<file path="config.mk">
export PLATFORM = sky130hd
export DESIGN_NAME = uart_rx_core
export DESIGN_NICKNAME = d
export VERILOG_FILES = /design/src/rtl/uart_rx_pkg.sv /design/src/rtl/uart_rx_deser.sv /design/src/rtl/uart_rx_buf.sv /design/src/rtl/uart_rx_status.sv /design/src/rtl/uart_rx_core.sv
export SDC_FILE = /design/constraint.sdc
export NUM_CORES = 1
export LEC_CHECK = 0
export CORE_MARGIN = 8
export CORE_UTILIZATION = 62
export CTS_CLUSTER_DIAMETER = 60
export DETAILED_ROUTE_END_ITERATION = 12
export GPL_TIMING_DRIVEN = 0
export HOLD_SLACK_MARGIN = 0.08
export PLACE_DENSITY = 0.8
export SLEW_MARGIN = 20
export SYNTH_ARGS = -nofsm -noshare
export SYNTH_HDL_FRONTEND = slang
export SYNTH_HIERARCHICAL = 1
export SYNTH_SLANG_ARGS = --single-unit
</file>
<file path="constraint.sdc">
create_clock -name clk -period 3.74 [get_ports clk]
set_input_delay 0.748 -clock clk [delete_from_list [all_inputs] [get_ports clk]]
set_output_delay 0.748 -clock clk [all_outputs]
set_load 0.02 [all_outputs]
</file>
<file path="src/rtl/uart_rx_pkg.sv">
package uart_rx_pkg;

  typedef struct packed {
    logic       ovr;
    logic       brk;
    logic       par_err;
    logic       frm_err;
    logic [7:0] data;
  } rx_entry_t;

  typedef enum logic [2:0] {
    ST_IDLE,
    ST_START,
    ST_DATA,
    ST_PAR,
    ST_STOP,
    ST_WAIT_HIGH
  } rx_state_t;

endpackage

</file>
<file path="src/rtl/uart_rx_deser.sv">
module uart_rx_deser
  import uart_rx_pkg::*;
#(
  parameter int OVERSAMPLE  = 16,
  parameter int SYNC_STAGES = 2
) (
  input  logic      clk,
  input  logic      rst_n,
  input  logic      tick,
  input  logic      rx_in,
  input  logic      rx_en,
  input  logic [1:0] word_len,
  input  logic      parity_en,
  input  logic      even_sel,
  input  logic      stick_sel,
  output logic      push,
  output rx_entry_t entry
);
  localparam int CNT_W = $clog2(OVERSAMPLE);
  localparam logic [CNT_W-1:0] MID  = CNT_W'(OVERSAMPLE / 2 - 1);
  localparam logic [CNT_W-1:0] LAST = CNT_W'(OVERSAMPLE - 1);

  logic [SYNC_STAGES-1:0] sync_q;
  logic                   rx_s;
  rx_state_t              state;
  logic [CNT_W-1:0]       cnt;
  logic [2:0]             idx;
  logic [2:0]             last_idx;
  logic [7:0]             shreg;
  logic                   all_low;
  logic                   par_bad;
  logic                   exp_par;

  // line synchronizer, length picked by parameter
  generate
    if (SYNC_STAGES == 1) begin : g_sync1
      always_ff @(posedge clk or negedge rst_n)
        if (!rst_n) sync_q <= '1;
        else        sync_q <= rx_in;
    end else begin : g_syncn
      always_ff @(posedge clk or negedge rst_n)
        if (!rst_n) sync_q <= '1;
        else        sync_q <= {sync_q[SYNC_STAGES-2:0], rx_in};
    end
  endgenerate
  assign rx_s = sync_q[SYNC_STAGES-1];

  assign last_idx = 3'd4 + {1'b0, word_len};

  always_comb begin
    if (stick_sel)     exp_par = ~even_sel;
    else if (even_sel) exp_par = ^shreg;
    else               exp_par = ~(^shreg);
  end

  always_ff @(posedge clk or negedge rst_n) begin
    if (!rst_n) begin
      state   <= ST_IDLE;
      cnt     <= '0;
      idx     <= '0;
      shreg   <= '0;
      all_low <= 1'b0;
      par_bad <= 1'b0;
      push    <= 1'b0;
      entry   <= '0;
    end else begin
      push <= 1'b0;
      if (tick) begin
        unique case (state)
          ST_IDLE: begin
            if (rx_en && !rx_s) begin
              state <= ST_START;
              cnt   <= '0;
            end
          end
          ST_START: begin
            if (cnt == MID) begin
              cnt <= '0;
              if (!rx_s) begin
                state   <= ST_DATA;
                idx     <= '0;
                shreg   <= '0;
                all_low <= 1'b1;
                par_bad <= 1'b0;
              end else begin
                state <= ST_IDLE;
              end
            end else cnt <= cnt + 1'b1;
          end
          ST_DATA: begin
            if (cnt == LAST) begin
              cnt        <= '0;
              shreg[idx] <= rx_s;
              all_low    <= all_low & ~rx_s;
              if (idx == last_idx) state <= parity_en ? ST_PAR : ST_STOP;
              else                 idx   <= idx + 1'b1;
            end else cnt <= cnt + 1'b1;
          end
          ST_PAR: begin
            if (cnt == LAST) begin
              cnt     <= '0;
              par_bad <= (rx_s != exp_par);
              all_low <= all_low & ~rx_s;
              state   <= ST_STOP;
            end else cnt <= cnt + 1'b1;
          end
          ST_STOP: begin
            if (cnt == LAST) begin
              cnt  <= '0;
              push <= 1'b1;
              if (all_low && !rx_s) begin
                entry.data    <= '0;
                entry.frm_err <= 1'b0;
                entry.par_err <= 1'b0;
                entry.brk     <= 1'b1;
                entry.ovr     <= 1'b0;
              end else begin
                entry.data    <= shreg;
                entry.frm_err <= ~rx_s;
                entry.par_err <= par_bad;
                entry.brk     <= 1'b0;
                entry.ovr     <= 1'b0;
              end
              state <= rx_s ? ST_IDLE : ST_WAIT_HIGH;
            end else cnt <= cnt + 1'b1;
          end
          ST_WAIT_HIGH: begin
            if (rx_s) state <= ST_IDLE;
          end
          default: state <= ST_IDLE;
        endcase
      end
    end
  end
endmodule

</file>
<file path="src/rtl/uart_rx_buf.sv">
module uart_rx_buf
  import uart_rx_pkg::*;
#(
  parameter int DEPTH = 16
) (
  input  logic      clk,
  input  logic      rst_n,
  input  logic      fifo_en,
  input  logic      push,
  input  rx_entry_t push_entry,
  input  logic      pop,
  output rx_entry_t head,
  output logic      empty,
  output logic      full,
  output logic      ovr
);
  localparam int AW = $clog2(DEPTH);
  localparam int CW = AW + 1;

  rx_entry_t       mem [DEPTH];
  logic [AW-1:0]   wr_ptr;
  logic [AW-1:0]   rd_ptr;
  logic [CW-1:0]   count;
  logic [CW-1:0]   cap;
  logic            accept;

  assign cap    = fifo_en ? CW'(DEPTH) : CW'(1);
  assign empty  = (count == '0);
  assign full   = (count >= cap);
  assign accept = push && (!full || pop);
  assign ovr    = push && full && !pop;
  assign head   = mem[rd_ptr];

  always_ff @(posedge clk or negedge rst_n) begin
    if (!rst_n) begin
      for (int i = 0; i < DEPTH; i++) mem[i] <= '0;
      wr_ptr <= '0;
      rd_ptr <= '0;
      count  <= '0;
    end else begin
      if (accept) begin
        mem[wr_ptr] <= push_entry;
        wr_ptr      <= wr_ptr + 1'b1;
      end
      if (ovr) mem[wr_ptr - AW'(1)].ovr <= 1'b1;
      if (pop) rd_ptr <= rd_ptr + 1'b1;
      case ({accept, pop})
        2'b10:   count <= count + 1'b1;
        2'b01:   count <= count - 1'b1;
        default: count <= count;
      endcase
    end
  end
endmodule

</file>
<file path="src/rtl/uart_rx_status.sv">
module uart_rx_status (
  input  logic       clk,
  input  logic       rst_n,
  input  logic       clr,
  input  logic       pop,
  input  logic [3:0] head_err,
  input  logic       ovr_now,
  output logic [3:0] stat
);
  logic [3:0] nxt;

  always_comb begin
    nxt = stat;
    if (clr) nxt = '0;
    if (pop) begin
      nxt[2:0] = head_err[2:0];
      nxt[3]   = nxt[3] | head_err[3];
    end
    if (ovr_now) nxt[3] = 1'b1;
  end

  always_ff @(posedge clk or negedge rst_n)
    if (!rst_n) stat <= '0;
    else        stat <= nxt;
endmodule

</file>
<file path="src/rtl/uart_rx_core.sv">
module uart_rx_core
  import uart_rx_pkg::*;
#(
  parameter int DEPTH      = 16,
  parameter int OVERSAMPLE = 16
) (
  input  logic        clk,
  input  logic        rst_n,
  input  logic        tick16,
  input  logic        rx_in,
  input  logic        rx_en,
  input  logic        fifo_en,
  input  logic [1:0]  word_len,
  input  logic        parity_en,
  input  logic        even_sel,
  input  logic        stick_sel,
  input  logic        rts_fc_en,
  output logic        rd_valid,
  input  logic        rd_ready,
  output logic [11:0] rd_data,
  input  logic        stat_clr,
  output logic [3:0]  stat_q,
  output logic        rx_empty,
  output logic        rx_full,
  output logic        rts_out
);
  rx_entry_t new_entry;
  rx_entry_t head;
  logic      push_w;
  logic      pop_w;
  logic      ovr_w;

  uart_rx_deser #(.OVERSAMPLE(OVERSAMPLE), .SYNC_STAGES(2)) u_deser (
    .clk(clk), .rst_n(rst_n), .tick(tick16), .rx_in(rx_in), .rx_en(rx_en),
    .word_len(word_len), .parity_en(parity_en), .even_sel(even_sel),
    .stick_sel(stick_sel), .push(push_w), .entry(new_entry)
  );

  uart_rx_buf #(.DEPTH(DEPTH)) u_buf (
    .clk(clk), .rst_n(rst_n), .fifo_en(fifo_en), .push(push_w),
    .push_entry(new_entry), .pop(pop_w), .head(head), .empty(rx_empty),
    .full(rx_full), .ovr(ovr_w)
  );

  assign rd_valid = !rx_empty;
  assign pop_w    = rd_valid && rd_ready;
  assign rd_data  = head;
  assign rts_out  = !rts_fc_en || !rx_full;

  uart_rx_status u_stat (
    .clk(clk), .rst_n(rst_n), .clr(stat_clr), .pop(pop_w),
    .head_err(rd_data[11:8]), .ovr_now(ovr_w), .stat(stat_q)
  );
endmodule

</file>
==> results of run 1 <==
## synth_stat cells (8+ instances only)
| cell type | count | area (um^2) |
|---|---|---|
| a21oi_1 | 9 | 45.0 |
| a221o_1 | 15 | 150 |
| buf_2 | 17 | 85.1 |
| buf_4 | 10 | 75.1 |
| clkbuf_1 | 28 | 105 |
| dfrtp_1 | 241 | 6030 |
| ha_1 | 16 | 200 |
| inv_1 | 18 | 67.6 |
| mux2_2 | 177 | 1990 |
| mux4_2 | 60 | 1350 |
| nand2_1 | 42 | 158 |
| nand2b_1 | 8 | 50.1 |
| nand3_1 | 11 | 55.1 |
| nor2_1 | 13 | 48.8 |
| nor3_1 | 18 | 90.1 |
| nor3_2 | 11 | 110 |
| o21ai_1 | 25 | 125 |
| or3_1 | 11 | 68.8 |
| xnor2_1 | 13 | 114 |
| xor2_1 | 8 | 70.1 |
## worst max-delay path, delay by kind of cell, from the launching register on
family	cells	cell delay [ns]
flip-flops	1	0.34
multiplexers	2	0.81
buffers and inverters	4	1.21
## report_power, final
part	total, W	switching, W	internal (W)	leakage [nW]
Combinational	0.00185	0.00108	0.000778	2.69
Sequential	0.00289	0.000139	0.00275	3.32
Clock	0.00294	0.00105	0.00189	0.499
## stage by stage
stage	hold WS (ns)	power [W]
2_1_floorplan	0.345	0.00420
3_3_place_gp	0.349	0.00468
3_5_place_dp	0.350	0.00472
4_1_cts	0.246	0.00772
5_1_grt	0.277	0.00802
6_report	0.227	0.00768
## state kept, by name, summed over array words and instances, names as in the netlist, 2 cells and up
register and cells:
u_stat/stat 4, u_buf/wr_ptr 4, u_deser/entry 11, u_deser/state 3, u_deser/sync_q 2, u_buf/count 5
u_buf/rd_ptr 4, u_deser/idx 3, u_buf/mem 192, u_deser/cnt 4, u_deser/shreg 8
## layer usage
| metal | track usage, % | part of all wire (%) | up-vias |
|---|---|---|---|
| li1 | - | - | 3379 |
| met1 | 32.8 | 44 | 4077 |
| met2 | 37.7 | 48 | 240 |
| met3 | 3.88 | 5.7 | 48 |
| met4 | 5.96 | 2.1 | 2 |
| met5 | 0 | 0.048 | - |
## cells by family (layout without fill, tap and decap cells)
group / count (synthesis) / in the layout
compound gates: 100 / 100
xor+xnor: 22 / 22
fa+ha+maj: 17 / 17
buf+inv: 86 / 167
flops: 243 / 243
mux: 239 / 239
other cells: 1 / 1
simple gates: 164 / 164
## what timing repair did
item,4_1_cts,5_1_grt
hold buffers,0,0
resized for setup,18,10
endpoints found under the setup margin,12,11
## final cells by class
type,instances,area (um^2)
repair buffers,34,398
fillers,1273,5390
multi-input cells,543,5560
clock buffers,38,796
clock inverters,10,215
plain buffers,66,428
well taps,265,332
flip-flops and latches,243,6080
inverters,19,71.3
## worst min-delay path by stage
stage                     depth (start not counted)                          end                   startpoint  slack, ns
after floorplan                                   0  u_deser/sync_q[1]$_DFF_PN1_  u_deser/sync_q[0]$_DFF_PN1_       0.35
after global placement                            0  u_deser/sync_q[1]$_DFF_PN1_  u_deser/sync_q[0]$_DFF_PN1_       0.35
after detailed placement                          0  u_deser/sync_q[1]$_DFF_PN1_  u_deser/sync_q[0]$_DFF_PN1_       0.35
after CTS                                         1   u_buf/mem[142]$_DFFE_PN0P_                        rst_n       0.25
after global routing                              1   u_buf/mem[142]$_DFFE_PN0P_                        rst_n       0.28
final                                             1   u_deser/cnt[2]$_DFFE_PN0P_                        rst_n       0.23
==> flow_summary.ini, run 1 <==
[logic_synthesis]
synth_compound_area_share_pct = 6.16
synthDistinctLibCells = 73
synth-simple-area-share_pct = 8.29
async_flop_share_pct = 100
ys_seq_area_share_pct = 50.3
synthMuxAreaShare_pct = 27.9
synth_top_family_by_area = multiplexers
synth_edf_count = 0
synth_seq_cells = 243
syn-num-nets = 903
ys_warn_count = 6
syn_area_per_cell_um2 = 13.9
synth-xor-area-share_pct = 1.75
synth_top_flop_cell = dfrtp_1
synth_area_um2 = 12100
syn-instance-count = 872
synthAdderAreaFrac_pct = 1.82

[global_routing]
grt_start_max_net_pins = 95
grt_pass1_vias = 8087
antenna_found_initial = 1
grt_pass1_wl_mm = 44.6
overflow = 0
grt_usage_pct = 23.4

[cells_and_area]
layout_commonest_cell = dfrtp_1
final_cells = 1218
fin_area_um2 = 13900
final_nets = 964
drive_above_1_share_pct = 37.6
diodes = 0
areaGrowthSynthToFinish_pct = 14.8
utilization_pct = 72.0
final_cell_mix = 240 x dfrtp_1, 177 x mux2_2, 60 x mux4_2, 42 x nand2_1, 28 x clkbuf_1

[outcome]
status = complete, no violations

[power]
p_per_area_nw_per_um2 = 553
p_leak_nw = 6.51
ir_drop_mv = 0.404

[setup_path]
critPathRequiredTime_ns = 2.99
crit_arrival_ns = 2.90
reg2reg_to = u_buf/mem[4]$_DFFE_PN0P_
critPathLaunchType = flop
crit_path_end_kind = output port
critPathMostFrequentCell = mux4_2
r2r_slack_ns = 0.53
cp_max_fo = 10
slowest_stage = clkdlybuf4s50_1
critPathKind = reg2out
reg2reg_from = u_buf/count[1]$_DFFE_PN0P_
endpoint = rd_data[0]
max_stage_delay_ns = 0.55
cp-startpoint = u_buf/rd_ptr[1]$_DFFE_PN0P_
critical_path.cell_chain = buf_2, buf_6, buf_4, mux4_2, mux4_2, clkdlybuf4s50_1
reg2regPathDepth = 9

[floorplan]
core_area_um2 = 19300
ioPinCount = 34
die_h_um = 156
rows = 51
fp.dieW_um = 156
initial_utilization_pct = 62.7
die_area_um2 = 24200

[placement]
place_ws_ns = -0.0761
dp_hpwl_mm = 18.3
port_buffers = 32
gp_congestion = 0.889
placed_cell_area_um2 = 12800
dp_cells = 1171

[drt]
drt-initial-drc-count = 700
dr.pass1.iters = 5
ant_nets = 0
num_vias = 7746
wl_per_cell_um = 22.2
routed_wl_mm = 27.0
drc = 0
vias_per_cell = 6.36

[timing]
finalMaxSlewViolations = 0
fin_tns_setup_ns = 0
slew_headroom_pct = 48.5
max_slew.worst_pin.slew_ns = 0.769
fin_crit_sh_pct = 97.5
max_freq_mhz = 274
report.final.hold_viol_count = 0
final.min_clock_period_ns = 3.65
finalSetupViolCount = 0
skew_ns = 0.0334
setup_slack_ns = 0.0940

[clock_tree]
cts.sinks = 243
tritoncts = yes
htreeDepth = 1
cts_setup_buffers = 0
cts_buffer_depth = 3
cts_buffers = 26
clkTransAtPathRegs_ns = 0.06
root_buffer = clkbuf_16
clock_latency_ns = 0.55

[hold_path]
hold_class = in2async

[run]
maxCapViolations = 0
Note: power is estimated with default switching activity, not from simulation.
==> run 2, diff against run 1 <==
- SETUP_SLACK_MARGIN: unset -> 0.5
==> run 2 against run 1 <==
Compared with the run above:
- critical endpoint is now rd_data[10]
- flip-flop and latch count stayed put
- die area stayed put
- global-route usage is 0.97 points higher
==> flow_summary.ini, run 2 (synthesized netlist as in run 1, its figures left out) <==
[clock_tree]
cts_buffer_depth = 3
cts_buffers = 27
tritoncts = yes
clock_latency_ns = 0.51
htreeDepth = 1
root_buffer = clkbuf_16
cts.sinks = 243
clkTransAtPathRegs_ns = 0.06

[global_routing]
grt_pass1_wl_mm = 46.5
grt_usage_pct = 24.4
overflow = 0
grt_pass1_vias = 8297
antenna_found_initial = 0
grt_start_max_net_pins = 97

[cells_and_area]
utilization_pct = 72.7
final_nets = 978
diodes = 0
multi_input_area_um2 = 5580
fin_area_um2 = 14000
largest_register_ffs = 192
seq_area_um2 = 6080
top_regs = u_buf/mem (192), u_deser/entry (11), u_deser/shreg (8)
areaGrowthSynthToFinish_pct = 16.0
drive_above_1_share_pct = 39.8
nFillCells = 1207
layout_commonest_cell = dfrtp_1
top_register = u_buf/mem
final_cell_mix = 241 x dfrtp_1, 177 x mux2_2, 60 x mux4_2, 42 x nand2_1, 30 x clkbuf_1

[power]
power_w = 0.00784
p_per_area_nw_per_um2 = 559
p_leak_nw = 6.50
ir_drop_mv = 0.480

[setup_path]
critPathRequiredTime_ns = 2.99
reg2reg_to = u_buf/count[3]$_DFFE_PN0P_
reg2reg_from = u_buf/count[1]$_DFFE_PN0P_
cp.depth = 6
critPathMostFrequentCell = mux4_2
critPathKind = reg2out
cp_num_buf_inv = 4
reg2regPathDepth = 10
slowest_stage = mux4_2
r2r_slack_ns = 0.72
max_stage_delay_ns = 0.54
crit_family = multiplexers
cp_max_fo = 10
endpoint = rd_data[10]
crit_arrival_ns = 2.58
cp-startpoint = u_buf/rd_ptr[0]$_DFFE_PN0P_
crit_path_end_kind = output port
critPathLaunchType = flop
critical_path.cell_chain = buf_8, buf_12, buf_4, mux4_2, mux4_2, buf_2

[outcome]
status = complete, no violations

[drt]
met3WireLength_mm = 1.70
wl_per_cell_um = 23.0
highest-signal-layer = met4
drt-met1-wl_mm = 12.1
routed_wl_mm = 28.3
drt-initial-drc-count = 623
ant_nets = 0
dr.pass1.iters = 5
vias_per_cell = 6.37
route.met2.wl_mm = 13.7
num_vias = 7848
drc = 0

[timing]
report.final.hold_viol_count = 0
max_freq_mhz = 301
max_slew.worst_pin.slew_ns = 0.802
fin_crit_sh_pct = 88.9
final.min_clock_period_ns = 3.33
skew_ns = 0.0112
timing.hold.ws_ns = 0.163
slew_headroom_pct = 46.3
rsz0062_at_grt = yes
finalMaxSlewViolations = 0
finalSetupViolCount = 0

[placement]
port_buffers = 32
dp_hpwl_mm = 18.6
placed_cell_area_um2 = 12800
gp_congestion = 0.882

[run]
maxCapViolations = 0

[floorplan]
core_area_um2 = 19300
die_h_um = 156
ioPinCount = 34
initial_utilization_pct = 62.7
rows = 51
die_area_um2 = 24200
fp.dieW_um = 156

[hold_path]
hold_class = in2async
run 2: worst min path at each step:
stage / from / to / cells after the start
final: rst_n / u_deser/state[0]$_DFFE_PN0P_ / 1
after global placement: u_deser/sync_q[0]$_DFF_PN1_ / u_deser/sync_q[1]$_DFF_PN1_ / 0
after floorplan: u_deser/sync_q[0]$_DFF_PN1_ / u_deser/sync_q[1]$_DFF_PN1_ / 0
after CTS: rst_n / u_buf/mem[130]$_DFFE_PN0P_ / 1
after global routing: rst_n / u_deser/state[0]$_DFFE_PN0P_ / 1
after detailed placement: u_deser/sync_q[0]$_DFF_PN1_ / u_deser/sync_q[1]$_DFF_PN1_ / 0
run 2: where the power goes:
group / leakage [nW] / switching (W) / internal (W)
Sequential: 3.32 / 0.000128 / 0.00275
Clock: 0.467 / 0.00105 / 0.00173
Combinational: 2.71 / 0.00118 / 0.00100
Total: 6.50 / 0.00236 / 0.00548
run 2: layout make-up:
class / instances / share of cell area [%]
plain buffers: 67 / 3.60
clock buffers: 34 / 5.22
clock inverters: 15 / 1.49
inverters: 19 / 0.509
multi-input cells: 543 / 39.8
flip-flops and latches: 243 / 43.4
well taps: 265 / 2.37
repair buffers: 46 / 3.65
run 2: metal layers:
layer  track usage (%)  vias to the layer above
met5                 0                        -
met4              6.70                        0
met3              4.27                       68
met2              40.2                      268
met1              33.0                     4108
li1                  -                     3404
run 2: metrics by stage:
| stage | TNS [ns] | cells | worst slack (ns) |
|---|---|---|---|
| floorplan | 0 | 872 | 0.749 |
| global placement | -2032.74 | 1169 | -8.42 |
| detailed placement | -0.440 | 1171 | -0.0801 |
| CTS | 0 | 1227 | 0.358 |
| global route | 0 | 1232 | 0.331 |
| finish | 0 | 1232 | 0.414 |
run 2: what timing repair did:
item | in CTS | in global routing
endpoints found under the setup margin | 14 | 130
setup buffers | 6 | 5
cloned | 1 | 0
resized for setup | 91 | 27
hold buffers | 0 | 0
run 2: worst register-to-register path: cells and delay by family (launching register included):
kind / cells / cell delay (ns)
flip-flops: 1 / 0.46
adder cells (fa/ha/maj): 1 / 0.35
AO/OA/AOI/OAI: 2 / 0.38
buffers and inverters: 1 / 0.13
AND/OR/NAND/NOR: 6 / 1.57
